==> config.mk <==
export PLATFORM = sky130hd
export DESIGN_NAME = pwr_rst_seq
export DESIGN_NICKNAME = d
export VERILOG_FILES = /design/src/rtl/pwr_rst_pkg.sv /design/src/rtl/pwr_sync.sv /design/src/rtl/pwr_fault_eval.sv /design/src/rtl/pwr_seq_fsm.sv /design/src/rtl/pwr_cause_log.sv /design/src/rtl/pwr_rst_seq.sv
export SDC_FILE = /design/constraint.sdc
export NUM_CORES = 1
export LEC_CHECK = 0
export BUFFER_PORTS_ARGS = -buffer_cell sky130_fd_sc_hd__buf_2
export CORE_MARGIN = 5
export CORE_UTILIZATION = 50
export CTS_CLUSTER_DIAMETER = 200
export DETAILED_ROUTE_END_ITERATION = 10
export GPL_TIMING_DRIVEN = 0
export PLACE_DENSITY_LB_ADDON = 0.25
export SLEW_MARGIN = 20
export SYNTH_ARGS = -nofsm -noshare
export SYNTH_HDL_FRONTEND = slang
export SYNTH_HIERARCHICAL = 1
export SYNTH_SLANG_ARGS = --single-unit
==> constraint.sdc <==
create_clock -name clk -period 4.7 [get_ports clk]
set_clock_uncertainty 0.1 [all_clocks]
set_input_delay 0.235 -clock clk [delete_from_list [all_inputs] [get_ports clk]]
set_output_delay 0.235 -clock clk [all_outputs]
set_load 0.005 [all_outputs]
==> src/rtl/pwr_rst_pkg.sv <==
package pwr_rst_pkg;
  typedef enum logic [1:0] {
    SEQ_HOLD   = 2'd0,
    SEQ_SETTLE = 2'd1,
    SEQ_WDOG   = 2'd2,
    SEQ_RUN    = 2'd3
  } seq_state_e;
endpackage

==> src/rtl/pwr_sync.sv <==
module pwr_sync #(
  parameter int WIDTH  = 2,
  parameter int STAGES = 2
) (
  input  logic             clk,
  input  logic             rst,
  input  logic [WIDTH-1:0] async_i,
  output logic [WIDTH-1:0] sync_o
);
  logic [WIDTH-1:0] stage_q [STAGES];

  for (genvar g = 0; g < STAGES; g++) begin : g_stage
    always_ff @(posedge clk) begin
      if (rst) stage_q[g] <= '0;
      else if (g == 0) stage_q[g] <= async_i;
      else stage_q[g] <= stage_q[(g == 0) ? 0 : g-1];
    end
  end

  assign sync_o = stage_q[STAGES-1];
endmodule

==> src/rtl/pwr_fault_eval.sv <==
module pwr_fault_eval (
  input  logic clk,
  input  logic rst,
  input  logic lv_s,
  input  logic bo_s,
  input  logic lv_off,
  input  logic suspend,
  output logic supply_fault
);
  logic rearm_q;
  logic lv_off_q;
  logic lv_watch;

  always_ff @(posedge clk) begin
    if (rst) begin
      rearm_q  <= 1'b0;
      lv_off_q <= 1'b0;
    end else begin
      lv_off_q <= lv_off;
      if (bo_s) rearm_q <= 1'b1;
      else if (lv_off && !lv_off_q) rearm_q <= 1'b0;
    end
  end

  assign lv_watch     = (!lv_off || rearm_q) && !suspend;
  assign supply_fault = bo_s || (lv_s && lv_watch);
endmodule

==> src/rtl/pwr_seq_fsm.sv <==
module pwr_seq_fsm
  import pwr_rst_pkg::*;
#(
  parameter int STAB_CYCLES = 4096,
  parameter int WD_CYCLES   = 64
) (
  input  logic clk,
  input  logic rst,
  input  logic supply_fault,
  input  logic wdog_req,
  output logic core_rst,
  output logic run_start,
  output logic osc_force,
  output logic supply_evt,
  output logic wdog_evt
);
  localparam int MAXC = (STAB_CYCLES > WD_CYCLES) ? STAB_CYCLES : WD_CYCLES;
  localparam int CW   = (MAXC > 1) ? $clog2(MAXC) : 1;
  localparam logic [CW-1:0] STAB_LAST = CW'(STAB_CYCLES - 1);
  localparam logic [CW-1:0] WD_LAST   = CW'(WD_CYCLES - 1);

  seq_state_e st_q, st_d;
  logic [CW-1:0] cnt_q;
  logic cnt_clr, cnt_inc;
  logic run_start_q, osc_force_q;

  always_comb begin
    st_d    = st_q;
    cnt_clr = 1'b0;
    cnt_inc = 1'b0;
    unique case (st_q)
      SEQ_HOLD: if (!supply_fault) begin
        st_d    = SEQ_SETTLE;
        cnt_clr = 1'b1;
      end
      SEQ_SETTLE: begin
        if (supply_fault) st_d = SEQ_HOLD;
        else if (cnt_q == STAB_LAST) st_d = SEQ_RUN;
        else cnt_inc = 1'b1;
      end
      SEQ_WDOG: begin
        if (supply_fault) st_d = SEQ_HOLD;
        else if (cnt_q == WD_LAST) st_d = SEQ_RUN;
        else cnt_inc = 1'b1;
      end
      SEQ_RUN: begin
        if (supply_fault) st_d = SEQ_HOLD;
        else if (wdog_req) begin
          st_d    = SEQ_WDOG;
          cnt_clr = 1'b1;
        end
      end
      default: st_d = SEQ_HOLD;
    endcase
  end

  always_ff @(posedge clk) begin
    if (rst) begin
      st_q        <= SEQ_HOLD;
      cnt_q       <= '0;
      run_start_q <= 1'b0;
      osc_force_q <= 1'b0;
    end else begin
      st_q        <= st_d;
      run_start_q <= (st_d == SEQ_RUN) && (st_q != SEQ_RUN);
      osc_force_q <= supply_fault && (st_q != SEQ_HOLD);
      if (cnt_clr) cnt_q <= '0;
      else if (cnt_inc) cnt_q <= cnt_q + 1'b1;
    end
  end

  assign core_rst   = (st_q != SEQ_RUN);
  assign run_start  = run_start_q;
  assign osc_force  = osc_force_q;
  assign supply_evt = supply_fault;
  assign wdog_evt   = (st_q == SEQ_RUN) && !supply_fault && wdog_req;
endmodule

==> src/rtl/pwr_cause_log.sv <==
module pwr_cause_log (
  input  logic clk,
  input  logic rst,
  input  logic supply_evt,
  input  logic wdog_evt,
  input  logic clr,
  output logic supply_flag,
  output logic wdog_flag
);
  always_ff @(posedge clk) begin
    if (rst) begin
      supply_flag <= 1'b0;
      wdog_flag   <= 1'b0;
    end else begin
      supply_flag <= supply_evt || (supply_flag && !clr);
      wdog_flag   <= wdog_evt   || (wdog_flag   && !clr);
    end
  end
endmodule

==> src/rtl/pwr_rst_seq.sv <==
module pwr_rst_seq #(
  parameter int STAB_CYCLES = 4096,
  parameter int WD_CYCLES   = 64,
  parameter int SYNC_STAGES = 2
) (
  input  logic clk,
  input  logic rst,
  input  logic lv_low_i,
  input  logic bo_low_i,
  input  logic lv_off_i,
  input  logic suspend_i,
  input  logic wdog_req_i,
  input  logic cause_clr_i,
  output logic core_rst_o,
  output logic run_start_o,
  output logic osc_int_force_o,
  output logic cause_supply_o,
  output logic cause_wdog_o
);
  logic [1:0] cmp_s;
  logic supply_fault, supply_evt, wdog_evt;

  pwr_sync #(.WIDTH(2), .STAGES(SYNC_STAGES)) u_sync (
    .clk(clk), .rst(rst), .async_i({bo_low_i, lv_low_i}), .sync_o(cmp_s)
  );

  pwr_fault_eval u_eval (
    .clk(clk), .rst(rst), .lv_s(cmp_s[0]), .bo_s(cmp_s[1]),
    .lv_off(lv_off_i), .suspend(suspend_i), .supply_fault(supply_fault)
  );

  pwr_seq_fsm #(.STAB_CYCLES(STAB_CYCLES), .WD_CYCLES(WD_CYCLES)) u_fsm (
    .clk(clk), .rst(rst), .supply_fault(supply_fault), .wdog_req(wdog_req_i),
    .core_rst(core_rst_o), .run_start(run_start_o), .osc_force(osc_int_force_o),
    .supply_evt(supply_evt), .wdog_evt(wdog_evt)
  );

  pwr_cause_log u_log (
    .clk(clk), .rst(rst), .supply_evt(supply_evt), .wdog_evt(wdog_evt),
    .clr(cause_clr_i), .supply_flag(cause_supply_o), .wdog_flag(cause_wdog_o)
  );
endmodule

==> flow_metrics.tcl <==
set metrics [dict create \
    synth_top_area_cell "dfxtp_1" \
    syn-cell-area_um2 1190 \
    die_w_um 58.8 \
    relSlewSlack 0.644 \
    hold_path.class "in -> reg" \
    ant_nets 0 \
    synth_edf_count 0 \
    pin_count 13 \
    synth-seq-cells 24 \
    critPathKind "reg -> reg" \
    worstHoldEndpoint "u_sync/stage_q[0][0]" \
    grt_max_degree 14 \
    cts_resized 0 \
    async_reset_ff_frac 0 \
    synth_top_area_frac 0.403 \
    cts_setup_buffers 0 \
    n_antenna_cell 0 \
    drc 0 \
    p_per_area_nw_per_um2 253 \
    wl_mm 2.35 \
    worstHoldPathCells 2 \
    cts_root_buffer "clkbuf_4" \
    period_needed_ps 2210 \
    antenna_found_initial 0 \
    whs_ps 42.7 \
    grtUsageTotal 0.151 \
    grt_pass1_wl_mm 4.09 \
    gp_congestion 0.876 \
    setup_violations 0 \
    hold_start "lv_low_i" \
    post-route-util 0.581 \
    fmax_mhz 452 \
    syn2layout_area_growth_pct 9.86 \
    clkSinkCount 24 \
    setup.worst_path.start_class "flip-flop" \
    finalHoldViolCount 0 \
    vias 974 \
    fillers 217 \
    seq_area_frac_synth 0.403 \
    drive_above_1_share 0.164 \
    syn_inst 131 \
    fin_nets 161 \
    ys_types 38 \
    drtIter0Drc 43 \
    tns_ps 0 \
    clk_pin_slew_ps 140 \
    tightest_slew_ps 521 \
    r2r_slack_ps 2490 \
    min_period_over_period 0.470 \
    die_y_um 58.8 \
    grt-ovfl-total 0 \
    drt_pass1_iterations 4 \
    vias_per_cell 5.60 \
    grt_setup_unrepaired "no" \
    worst-path-max-fanout 7 \
    clk_latency_ps 310 \
    syn_area_per_cell_um2 9.10 \
    worstPathRequired_ps 4810 \
    yosys-top-cells-area "dfxtp_1 40%, ha_1 5.2%, nor2_1 4.4%" \
    rr_startpoint "u_fsm/cnt_q[0]" \
    ir_drop_v 0.000228 \
    row_count 17 \
    synth_nets 144 \
    status "completed" \
    cap_viol_max_count 0 \
    cp.arrival_ps 2320 \
    final-max-slew-violation-count 0 \
    cts_max_level 1 \
    core-area_um2 2250 \
    wire_per_inst_um 13.5 \
    dieArea_um2 3460 \
    io_buffers 12 \
    ys_warn_count 6 \
    cts_tree "built" \
    reg2reg_depth 6 \
    hold_buffers 0 \
    grt_pass1_vias 927 \
    synth_flop_cell "dfxtp_1" \
    start_util 0.529 \
    endpoint_kind "flip-flop" \
    clock_path_buffers 2 \
    p_leak_nw 0.450 \
    rr_endpoint "u_fsm/cnt_q[1]" \
    hpwlAfterDp_mm 1.76 \
    cts_made_buffers 3 \
]
cell usage in the layout (no fill, tap or decap), types with 2 or more instances in the layout:
cell,count
nor2_1,14
clkbuf_1,2
nor3_1,3
o31ai_1,4
dfxtp_1,24
a211oi_1,4
nor3b_1,3
inv_1,9
nor2b_1,5
nand2b_1,4
a2111oi_0,3
clkbuf_4,3
buf_2,12
ha_1,5
xnor2_1,6
nand3_1,5
nand2_1,4
or4_1,2
a31o_1,2
o21ai_0,2
nand4_1,5
a21oi_1,7
layer usage:
| layer | track usage | vias up | wire, um |
|---|---|---|---|
| met3 | 0.0263 | 4 | 78 |
| met1 | 0.195 | 444 | 1140 |
| met5 | 0 | - | 0 |
| met4 | 0.0583 | 0 | 26 |
| li1 | - | 504 | - |
| met2 | 0.248 | 22 | 1100 |
through the flow:
| stage | cells | setup slack [ps] | instance area (um^2) | total power (W) |
|---|---|---|---|---|
| after floorplan | 131 | 2750 | 1190 | 0.000236 |
| after global placement | 171 | 2550 | 1290 | 0.000246 |
| after detailed placement | 171 | 2540 | 1290 | 0.000248 |
| after CTS | 174 | 2510 | 1310 | 0.000335 |
| after global routing | 174 | 2340 | 1310 | 0.000352 |
| final | 174 | 2490 | 1310 | 0.000332 |
logic make-up (layout without fill, tap and decap cells):
group | Yosys count | in the layout | synth area share
xor gates and xnor gates | 7 | 7 | 0.0514
adders and majority gates | 5 | 5 | 0.0525
muxes | 1 | 1 | 0.00839
DFF | 24 | 24 | 0.403
and+or+nand+nor | 51 | 51 | 0.234
AOI/OAI and AO/OA | 30 | 30 | 0.206
buffers and inverters | 13 | 28 | 0.0451
critical path, stage by stage (launching register included):
cell and delay, ps:
dfxtp_1 410, ha_1 270, nand4_1 220, o41ai_4 550
a21o_2 300, mux2i_1 200, nor2_1 60
how the worst max path moves through the flow:
stage / start / endpoint
6_report: u_fsm/cnt_q[0] / u_fsm/cnt_q[1]
3_3_place_gp: u_fsm/cnt_q[0] / u_fsm/cnt_q[1]
2_1_floorplan: u_fsm/cnt_q[0] / u_fsm/cnt_q[1]
4_1_cts: u_fsm/cnt_q[0] / u_fsm/cnt_q[1]
3_5_place_dp: u_fsm/cnt_q[0] / u_fsm/cnt_q[1]
5_1_grt: u_fsm/cnt_q[0] / u_fsm/cnt_q[1]
sequential cells by signal (all words and copies together), names as in the netlist:
signal	count
u_sync/stage_q	4
u_fsm/cnt_q	12
u_fsm/osc_force	1
u_log/wdog_flag	1
u_eval/rearm_q	1
u_log/supply_flag	1
u_eval/lv_off_q	1
u_fsm/st_q	2
u_fsm/run_start	1
cell type report:
type                    instances  area [um^2]  area share
well taps                      28         35.0      0.0267
clock buffers                   3         22.5      0.0172
flip-flops and latches         24          480       0.367
repair buffers                 12         60.1      0.0458
inverters                       9         33.8      0.0258
multi-input cells              94          658       0.502
plain buffers                   4         20.0      0.0153
where the power goes:
part | internal [W] | switching (W)
clock network | 0.0000299 | 0.0000583
registers | 0.000208 | 0.00000280
logic | 0.0000127 | 0.0000205
synthesized netlist by cell type, drive strengths merged (2+ instances only):
cell,number
nor2b,5
clkbuf,3
ha,5
nand4,5
a211oi,5
nand3,5
nor3b,3
xnor2,6
o21ai,2
a31o,2
nor3,3
o31ai,5
dfxtp,24
nand2b,4
a21oi,8
or4,3
or2,2
nand2,4
nor2,14
inv,9
a2111oi,3
Note: power is estimated with default switching activity, not from simulation.
